==> src/rtl/pirq_pkg.sv <==
// Shared constants and types for the peripheral interrupt controller.
// Assumes a byte-addressed register bus with word-aligned registers.
package pirq_pkg;
    // Register offsets (byte addresses)
    localparam logic [7:0] OFF_MASK = 8'h00;
    localparam logic [7:0] OFF_STAT = 8'h04;
    localparam logic [7:0] OFF_VEC  = 8'h08;

    // Decoded register selection
    typedef enum logic [1:0] {
        SEL_MASK = 2'd0,
        SEL_STAT = 2'd1,
        SEL_VEC  = 2'd2,
        SEL_NONE = 2'd3
    } reg_sel_e;
endpackage

==> src/rtl/pirq_src_capture.sv <==
// Source capture: synchronizes every interrupt line through SYNC_STAGES flops.
// Level-type bits pass the synchronized level straight to status; bits selected
// by EVT_SEL latch on a rising edge and clear on a write-one strobe.
// Assumes clr_i is already qualified by a status-register write.
module pirq_src_capture #(
    parameter int          NUM_SRC     = 32,
    parameter int          SYNC_STAGES = 2,
    parameter logic [NUM_SRC-1:0] EVT_SEL = 32'h0000_0C00
) (
    input  logic               clk,
    input  logic               rst_n,
    input  logic [NUM_SRC-1:0] src_i,
    input  logic [NUM_SRC-1:0] clr_i,
    output logic [NUM_SRC-1:0] status_o
);
    localparam int LAST = SYNC_STAGES - 1;

    logic [NUM_SRC-1:0] sync_q [SYNC_STAGES];
    logic [NUM_SRC-1:0] prev_q;
    logic [NUM_SRC-1:0] evt_q;
    logic [NUM_SRC-1:0] rise;

    // First synchronizer stage samples the raw lines
    always_ff @(posedge clk) begin
        if (!rst_n) sync_q[0] <= '0;
        else        sync_q[0] <= src_i;
    end

    // Remaining synchronizer stages
    for (genvar s = 1; s < SYNC_STAGES; s++) begin : g_sync
        always_ff @(posedge clk) begin
            if (!rst_n) sync_q[s] <= '0;
            else        sync_q[s] <= sync_q[s-1];
        end
    end

    // Previous synchronized level for edge detection
    always_ff @(posedge clk) begin
        if (!rst_n) prev_q <= '0;
        else        prev_q <= sync_q[LAST];
    end

    // Rising edges of the synchronized lines
    always_comb rise = sync_q[LAST] & ~prev_q;

    // Event latches: a new edge wins over a clear in the same cycle
    always_ff @(posedge clk) begin
        if (!rst_n) evt_q <= '0;
        else        evt_q <= ((evt_q & ~clr_i) | rise) & EVT_SEL;
    end

    // Status word: latched bits for events, live synchronized level otherwise
    always_comb status_o = (evt_q & EVT_SEL) | (sync_q[LAST] & ~EVT_SEL);


    evt_set_wins_chk: assert property (@(posedge clk) disable iff (!rst_n)
        (|(rise & EVT_SEL)) |=> ((evt_q & $past(rise & EVT_SEL)) == $past(rise & EVT_SEL)));


    evt_clear_chk: assert property (@(posedge clk) disable iff (!rst_n)
        (|(clr_i & ~rise & EVT_SEL)) |=> ((evt_q & $past(clr_i & ~rise & EVT_SEL)) == '0));


    evt_sticky_chk: assert property (@(posedge clk) disable iff (!rst_n)
        (|(evt_q & ~clr_i)) |=> ((evt_q & $past(evt_q & ~clr_i)) == $past(evt_q & ~clr_i)));
endmodule

==> src/rtl/pirq_lowest_find.sv <==
// Lowest-set-bit finder: returns the index of the lowest set bit of pend_i
// and a valid flag. Purely combinational; assumes NUM_SRC >= 2.
module pirq_lowest_find #(
    parameter int NUM_SRC = 32,
    localparam int IDX_W  = $clog2(NUM_SRC)
) (
    input  logic [NUM_SRC-1:0] pend_i,
    output logic [IDX_W-1:0]   idx_o,
    output logic               valid_o
);
    // Scan from the top so the lowest set bit is written last
    always_comb begin
        idx_o = '0;
        for (int i = NUM_SRC - 1; i >= 0; i--) begin
            if (pend_i[i]) idx_o = IDX_W'(i);
        end
        valid_o = |pend_i;
    end
endmodule

==> src/rtl/pirq_regs.sv <==
// Register file and bus decode: holds the mask, turns status writes into
// clear strobes, and returns registered read data. Assumes DATA_W >= NUM_SRC
// and that the vector word places the valid flag in its top bit.
module pirq_regs
    import pirq_pkg::*;
#(
    parameter int NUM_SRC = 32,
    parameter int ADDR_W  = 4,
    parameter int DATA_W  = 32,
    localparam int IDX_W  = $clog2(NUM_SRC)
) (
    input  logic               clk,
    input  logic               rst_n,
    input  logic               bus_rd,
    input  logic               bus_wr,
    input  logic [ADDR_W-1:0]  bus_addr,
    input  logic [DATA_W-1:0]  bus_wdata,
    output logic [DATA_W-1:0]  bus_rdata,
    input  logic [NUM_SRC-1:0] status_i,
    input  logic [IDX_W-1:0]   vec_idx_i,
    input  logic               vec_valid_i,
    output logic [NUM_SRC-1:0] mask_o,
    output logic [NUM_SRC-1:0] clr_o
);
    reg_sel_e           sel;
    logic [NUM_SRC-1:0] mask_q;
    logic [DATA_W-1:0]  rd_word;

    // Address decode
    always_comb begin
        if      (bus_addr == ADDR_W'(OFF_MASK)) sel = SEL_MASK;
        else if (bus_addr == ADDR_W'(OFF_STAT)) sel = SEL_STAT;
        else if (bus_addr == ADDR_W'(OFF_VEC))  sel = SEL_VEC;
        else                                    sel = SEL_NONE;
    end

    // Mask register: whole-word replace on write
    always_ff @(posedge clk) begin
        if (!rst_n)                        mask_q <= '0;
        else if (bus_wr && sel == SEL_MASK) mask_q <= bus_wdata[NUM_SRC-1:0];
    end

    // Write-one-to-clear strobes toward the capture stage
    always_comb clr_o = (bus_wr && sel == SEL_STAT) ? bus_wdata[NUM_SRC-1:0] : '0;

    // Read multiplexer
    always_comb begin
        rd_word = '0;
        case (sel)
            SEL_MASK: rd_word[NUM_SRC-1:0] = mask_q;
            SEL_STAT: rd_word[NUM_SRC-1:0] = status_i;
            SEL_VEC: if (vec_valid_i) begin
                rd_word[IDX_W-1:0]  = vec_idx_i;
                rd_word[DATA_W-1]   = 1'b1;
            end
            default:  rd_word = '0;
        endcase
    end

    // Registered read data, held between reads
    always_ff @(posedge clk) begin
        if (!rst_n)      bus_rdata <= '0;
        else if (bus_rd) bus_rdata <= rd_word;
    end

    always_comb mask_o = mask_q;


    mask_write_chk: assert property (@(posedge clk) disable iff (!rst_n)
        (bus_wr && sel == SEL_MASK) |=> (mask_q == $past(bus_wdata[NUM_SRC-1:0])));


    unmapped_write_chk: assert property (@(posedge clk) disable iff (!rst_n)
        (bus_wr && sel != SEL_MASK) |=> $stable(mask_q));


    unmapped_read_chk: assert property (@(posedge clk) disable iff (!rst_n)
        (bus_rd && sel == SEL_NONE) |=> (bus_rdata == '0));
endmodule

==> src/rtl/periph_irq_ctrl.sv <==
// Peripheral interrupt controller top: combines source capture, register
// file and lowest-pending finder; drives one interrupt request.
// Assumes src_i lines are asynchronous to clk.
module periph_irq_ctrl #(
    parameter int NUM_SRC     = 32,
    parameter int SYNC_STAGES = 2,
    parameter int ADDR_W      = 4,
    parameter int DATA_W      = 32,
    parameter logic [NUM_SRC-1:0] EVT_SEL = 32'h0000_0C00
) (
    input  logic               clk,
    input  logic               rst_n,
    input  logic [NUM_SRC-1:0] src_i,
    input  logic               bus_rd,
    input  logic               bus_wr,
    input  logic [ADDR_W-1:0]  bus_addr,
    input  logic [DATA_W-1:0]  bus_wdata,
    output logic [DATA_W-1:0]  bus_rdata,
    output logic               irq_o
);
    localparam int IDX_W = $clog2(NUM_SRC);

    logic [NUM_SRC-1:0] status;
    logic [NUM_SRC-1:0] mask;
    logic [NUM_SRC-1:0] clr;
    logic [NUM_SRC-1:0] pending;
    logic [IDX_W-1:0]   vec_idx;
    logic               vec_valid;

    pirq_src_capture #(
        .NUM_SRC(NUM_SRC), .SYNC_STAGES(SYNC_STAGES), .EVT_SEL(EVT_SEL)
    ) u_capture (
        .clk(clk), .rst_n(rst_n), .src_i(src_i), .clr_i(clr), .status_o(status)
    );

    pirq_regs #(
        .NUM_SRC(NUM_SRC), .ADDR_W(ADDR_W), .DATA_W(DATA_W)
    ) u_regs (
        .clk(clk), .rst_n(rst_n), .bus_rd(bus_rd), .bus_wr(bus_wr),
        .bus_addr(bus_addr), .bus_wdata(bus_wdata), .bus_rdata(bus_rdata),
        .status_i(status), .vec_idx_i(vec_idx), .vec_valid_i(vec_valid),
        .mask_o(mask), .clr_o(clr)
    );

    // Pending set: enabled and asserted sources
    always_comb pending = status & mask;

    pirq_lowest_find #(.NUM_SRC(NUM_SRC)) u_find (
        .pend_i(pending), .idx_o(vec_idx), .valid_o(vec_valid)
    );

    // Interrupt request to the processor
    always_comb irq_o = |pending;


    vec_lowest_chk: assert property (@(posedge clk) disable iff (!rst_n)
        vec_valid |-> (pending[vec_idx] &&
            ((pending & ((NUM_SRC'(1) << vec_idx) - NUM_SRC'(1))) == '0)));


    irq_vs_vec_chk: assert property (@(posedge clk) disable iff (!rst_n)
        (irq_o == vec_valid));


    mask_zero_quiet_chk: assert property (@(posedge clk) disable iff (!rst_n)
        (mask == '0) |-> !irq_o);
endmodule

==> config.mk <==
export PLATFORM = sky130hd
export DESIGN_NAME = periph_irq_ctrl
export DESIGN_NICKNAME = d
export VERILOG_FILES = /design/src/rtl/pirq_pkg.sv /design/src/rtl/pirq_src_capture.sv /design/src/rtl/pirq_lowest_find.sv /design/src/rtl/pirq_regs.sv /design/src/rtl/periph_irq_ctrl.sv
export SDC_FILE = /design/constraint.sdc
export NUM_CORES = 1
export LEC_CHECK = 0
export ABC_AREA = 1
export BUFFER_PORTS_ARGS = -buffer_cell sky130_fd_sc_hd__buf_2
export CAP_MARGIN = 20
export CORE_UTILIZATION = 41
export DETAILED_ROUTE_END_ITERATION = 8
export PLACE_DENSITY_LB_ADDON = 0.15
export SYNTH_ARGS = -nofsm -noshare
export SYNTH_HDL_FRONTEND = slang
export SYNTH_SLANG_ARGS = --single-unit
export TNS_END_PERCENT = 30
==> constraint.sdc <==
create_clock -name clk -period 2.5 [get_ports clk]
set_clock_uncertainty 0.1 [all_clocks]
set_input_delay 0.375 -clock clk [delete_from_list [all_inputs] [get_ports clk]]
set_output_delay 0.375 -clock clk [all_outputs]
set_load 0.02 [all_outputs]
After elaboration in Yosys (flattened, before gate mapping)
Memories as Yosys holds them, arrays and structs flattened.
Index checks and enable logic that the tools add are counted.
{ "classes": {"n_eq_ne": 4, "n_mux": 45, "bitwise": 9, "n_reduce_logical": 5} }
{ "op_table": {"columns": ["op", "n"], "rows": [
  ["$mux W5", 33],
  ["$mux W32", 2],
  ["$pmux W26 S2", 1],
  ["$and A32 B32 Y32", 1],
  ["$or A12 B32 Y32", 1],
  ["$reduce_or A32 Y1", 1],
  ["$and A12 B12 Y12", 2],
  ["$not A12 Y12", 2],
  ["$pmux W5 S3", 1],
  ["$mux W12", 1],
  ["$or A12 B12 Y12", 1],
  ["$eq A4 B3 Y1 const B", 1],
  ["$eq A4 B4 Y1 const B", 1],
  ["$logic_not A4 Y1", 1],
  ["$mux W1", 4],
  ["$mux W2", 2],
  ["$pmux W1 S3", 1],
  ["$eq A2 B1 Y1 const B", 1],
  ["$eq A2 B2 Y1 const B", 1],
  ["$logic_and A1 B1 Y1", 2],
  ["$logic_not A2 Y1", 1],
  ["$or A1 B1 Y1", 2]
]} }
{ "word_totals": {"register_bits": 78, "ram_bits": 64, "input_bits": 72, "output_inout_bits": 33, "wordCells": 68, "mem_count": 1} }
{ "memory_table": {"columns": ["memory", "depth", "width", "rd", "rd_clocked_by_memory_dff", "write_ports", "line", "source"], "rows": [
  ["u_capture.sync_q", 2, 32, 2, 0, 2, "pirq_src_capture.sv:18", "logic [NUM_SRC-1:0] sync_q [SYNC_STAGES];"]
]} }

Depth between registers and ports, before layout
An unclocked memory read counts as a cell.
{ "logic_depth": {"depth_word": 37, "mapped_depth": 36, "depth_no_buf": 36} }

Cells and area by module
Synthesis repeated with hierarchy kept, for this count alone.
{ "hier_totals": {"cells_unflattened": 955, "hier_area_um2": 6206.0} }
{ "modules_own_cells": {"columns": ["module", "n_inst", "cells_per_inst", "area_per_inst_um2"], "rows": [
  ["pirq_regs", 1, 505, 3125.5],
  ["pirq_src_capture", 1, 248, 2253.4],
  ["pirq_lowest_find", 1, 107, 470.5],
  ["periph_irq_ctrl", 1, 95, 356.6]
]} }

Worst setup path before layout
OpenSTA, ideal clock, no wires.
{ "synth_timing": {"path_kind": "reg2reg", "start": "reg u_regs.mask_q[30] (netlist: u_regs.mask_o[30])", "end": "reg u_regs.bus_rdata[0]", "arrival_time_ps": 1832, "t_required_ps": 2271, "slack_ps": 440, "stages_incl_launch_ff": 36, "period_less_slack_ps": 2060, "path_cell_list": "dfxtp_1 > nand2_1 > nand2_1 > nand2_1 > nand2_1 > nand2_1 > nand2_1 > nand2_1 > nand2_1 > nand2_1 > nand2_1 > nand2_1 > nand2_1 > nand2_1 > nand2_1 > nand2_1 > nand2_1 > nand2_1 > nand2_1 > nand2_1 > nand2_1 > nand2_1 > nand2_1 > nand2_1 > nand2_1 > nand2_1 > nand2_1 > nand2_1 > nand2_1 > nand2_1 > nand2_1 > nand2_1 > nand2_1 > nand2_1 > nand2_1 > a21oi_2"} }
{ "synth_via": {"elab_chain_cells": 34} }
{ "synth_lines": {"columns": ["item", "line", "source"], "rows": [
  ["start: declaration", "pirq_regs.sv:26", "logic [NUM_SRC-1:0] mask_q;"],
  ["start signal: assignment", "pirq_regs.sv:40", "else if (bus_wr && sel == SEL_MASK) mask_q <= bus_wdata[NUM_SRC-1:0];"],
  ["$and A32 B32 Y32 *", "periph_irq_ctrl.sv:46", "always_comb pending = status & mask;"],
  ["$mux W5 (31 in series)", "pirq_lowest_find.sv:15", "if (pend_i[i]) idx_o = IDX_W'(i);"],
  ["$mux W5 *", "pirq_regs.sv:52", "SEL_VEC: if (vec_valid_i) begin"],
  ["$pmux W5 S3 *", "pirq_regs.sv:49", "case (sel)"],
  ["end signal: assignment", "pirq_regs.sv:63", "else if (bus_rd) bus_rdata <= rd_word;"],
  ["end: declaration", "pirq_regs.sv:18", "output logic [DATA_W-1:0] bus_rdata,"]
]} }
Mark *: on every way between the ends. The rest lies on a longest branch, timed or not.
A chain may end at the register's enable or synchronous reset.

==> metrics.md <==
| Metric | Value |
|---|---|
| Status | finished clean |
| TritonCTS buffer count | 17 |
| Maximum vdd drop | roughly 0.36 mV |
| Max clock buf depth | 2 |
| Ys flop type | dfxtp_1 |
| CP arrival | 2550 ps |
| Pin count of the biggest net entering global routing | 54 |
| Deepest level of the CTS H-tree | 4 |
| WS Path Type | flop to flop |
| CP endpoint kind | flop |
| Post-synth top area share | 51.3% |
| CP peak stage delay | roughly 330 ps |
| Pleak | approximately 3.5 nW |
| CTS sink count | about 130 |
| Fill cells | 1288 |
| Synth top cells by count | 190 x nand2_1, 132 x dfxtp_1, 128 x inv_1 |
| Cell variety after synth | 27 |
| Top-count cell post-synth | nand2_1 |
| Crit. Startpoint | u_capture.sync_q[1][31] |
| Placed instance area | ~0.0058 sq mm |
| Hold_buf cts | 0 |
| Vias in the first global route | between 4000 and 5000 |
| Reg2reg start | u_capture.sync_q[1][31] |
| R2R cell count | 36 |
| Grt ovf | 0 |
| # diodes | 0 |
| Syn Nets | 789 |
| Routed wire length | between 10000 and 15000 um |
| CTS tree | yes |
| Clk_lat worst skew | between 400 and 500 ps |
| DR DRC count | 0 |
| Synth area leaders | dfxtp_1 51%, nand2_1 14%, inv_1 9.3%, o21ai_1 8.2%, nor2_1 5.3% |
| Starting DRC count in detailed routing | 209 |
| EDFF count, synth | 0 |
| Nets@finish | slightly below 900 |
| Core Util, Final | 52.6% |
| Minimum clock period | 2300 ps |
| Finished Cell Area | 0.00638 sq mm |
| Max_cap viols | 0 |
| Final ANT Viol Nets | 0 |
| Cell mode on critical path | nand2_1 |
| Worst slew margin | 60.6% |
| Setup violations, final | 0 |
| Synthesis-to-layout area growth | 23.9% |
| Syn Inst Count | 717 |
| Fin Setup TNS | 0 ps |
| Seq/Total Area, Yosys | 51.3% |
| Worst R2R Setup Slack | around 200 ps |
| # IOs | approximately 110 |
| Initial Utilization | 42.5% |
| Hold Crit Depth | 3 |
| Initial antenna violation count | 0 |
| Max-slew violation count | 0 |
| Hold Crit Class | primary input to flop |
| RSZ-0062 raised after global routing | true |
| Core area | 0.0121 sq mm |
| Drt wl/cell | 11.5 um |
| Die Y | 114 um |
| I/O Buffers | between 100 and 150 |
| Share of cells above drive strength 1 | 19.7% |
| Post-DR vias/cell | about 4.5 |
| Worst hold endpoint | u_capture.sync_q[0][24] |
| Async S/R FF share, synth | 0% |
| Reg-to-Reg End | u_regs.bus_rdata[0] |
| Via count | 4441 |
| Fin crit share | 91.9% |
| Slowest-stage cell, CP | dfxtp_2 |
| Reg clk slew, reported paths | 50 ps |
| Rows | 40 |
| Max frequency | 435 MHz |
| Seq cells post-synth | between 100 and 150 |
| Hold path startpoint | src_i[24] |
| Syn_area_per_cell | 7.18 sq um |
| First-pass GRT wire length | 19800 um |
| Final Hold Viols | 0 |
| Root buffer cell | clkbuf_16 |
| Chip width | between 100 and 150 um |
| Startpoint Class | flop |
| Yosys warns | 0 |
| Dpl hpwl | 7870 um |
| Die Area | 0.0130 sq mm |
| Pwr Density | around 760 mW/mm^2 |
| Maximum fanout along the worst path | 2 |
| Worst-margin pin slew | 590 ps |
| WP data required | 2750 ps |
| RD Place Congestion | ~0.84 |
| Total GRT Usage | 20.0% |
| First-pass iteration count of the detailed router | 4 |
| Area leader, netlist | dfxtp_1 |
| Mapped Area | 0.00515 sq mm |
[what timing repair did]
item | CTS | global route
setup buffers | 0 | 0
hold endpoints to repair | 0 | 0
endpoints found under the setup margin | 0 | 1
gates resized for setup | 0 | 4
[layer usage]
layer,share of wire [%],GRT usage (%),vias to the layer above,wire length (um)
met5,0,0,-,0
met4,2.3,10.6,0,269
met3,4.9,5.74,23,564
met2,46,32.6,95,5330
met1,46,23.8,1950,5330
li1,-,-,2373,-
[through the flow]
step | worst slack [ps] | power (mW) | hold WS, ps | std cells
after CTS | 158 | 4.89 | 15.7 | 996
after detailed placement | 186 | 2.59 | 296 | 966
final | 202 | 4.83 | 38.3 | 997
after global routing | -258 | 5.05 | 30.8 | 997
after global placement | 201 | 2.59 | 294 | 966
after floorplan | 440 | 2.46 | 289 | 717
[sequential cells by signal, summed over array words and instances, names as in the netlist]
register	count
u_capture.sync_q	64
u_regs.bus_rdata	32
u_regs.mask_o	32
u_capture.evt_q	2
u_capture.prev_q	2
[kinds of logic (layout without fill, tap and decap cells)]
kind of cell / after synthesis / count (layout) / share of synthesized area [%]
AOI/OAI and AO/OA: 135 / 135 / 13.7
buffers and inverters: 165 / 277 / 13.0
DFF: 132 / 132 / 51.3
and+or+nand+nor: 285 / 285 / 22.0
[where the power goes]
part	leakage [nW]	switching [mW]	internal, mW
logic	2.16	0.197	0.126
registers	1.09	0.0364	2.19
clock network	0.273	0.828	1.45
[worst max-delay path by stage]
stage / to / slack, ps / cells past startpoint
floorplan: u_regs.bus_rdata[0] / 440 / 35
global placement: u_regs.bus_rdata[0] / 200 / 36
detailed placement: u_regs.bus_rdata[0] / 190 / 36
CTS: u_regs.bus_rdata[0] / 160 / 36
global route: u_regs.bus_rdata[0] / -260 / 36
finish: u_regs.bus_rdata[0] / 200 / 36
[layout make-up]
class	instances	area (sq um)	area share, %
clock buffer	25	495	7.77
clock inverter	5	50.0	0.785
inverter	132	509	7.99
multi-input combinational	420	1840	28.8
sequential	132	2650	41.5
tap	168	210	3.30
timing repair buffer	115	626	9.81
[critical path: cells and delay by family, from the launching register on]
family          cells  cell delay (ps)
flops               1              330
simple gates       34             1620
compound gates      1              130
buf+inv             1               40
[layout by cell type, fill, tap and decap left out, types with 11 or more instances in the layout]
cell type    n
clkbuf_16   17
o21ai_1     84
inv_1      128
buf_4       11
dfxtp_1    129
nand2_1    188
buf_2      103
nor2_1      72
nand2_2     11
a21oi_1     39
Note: power is estimated with default switching activity, not from simulation.
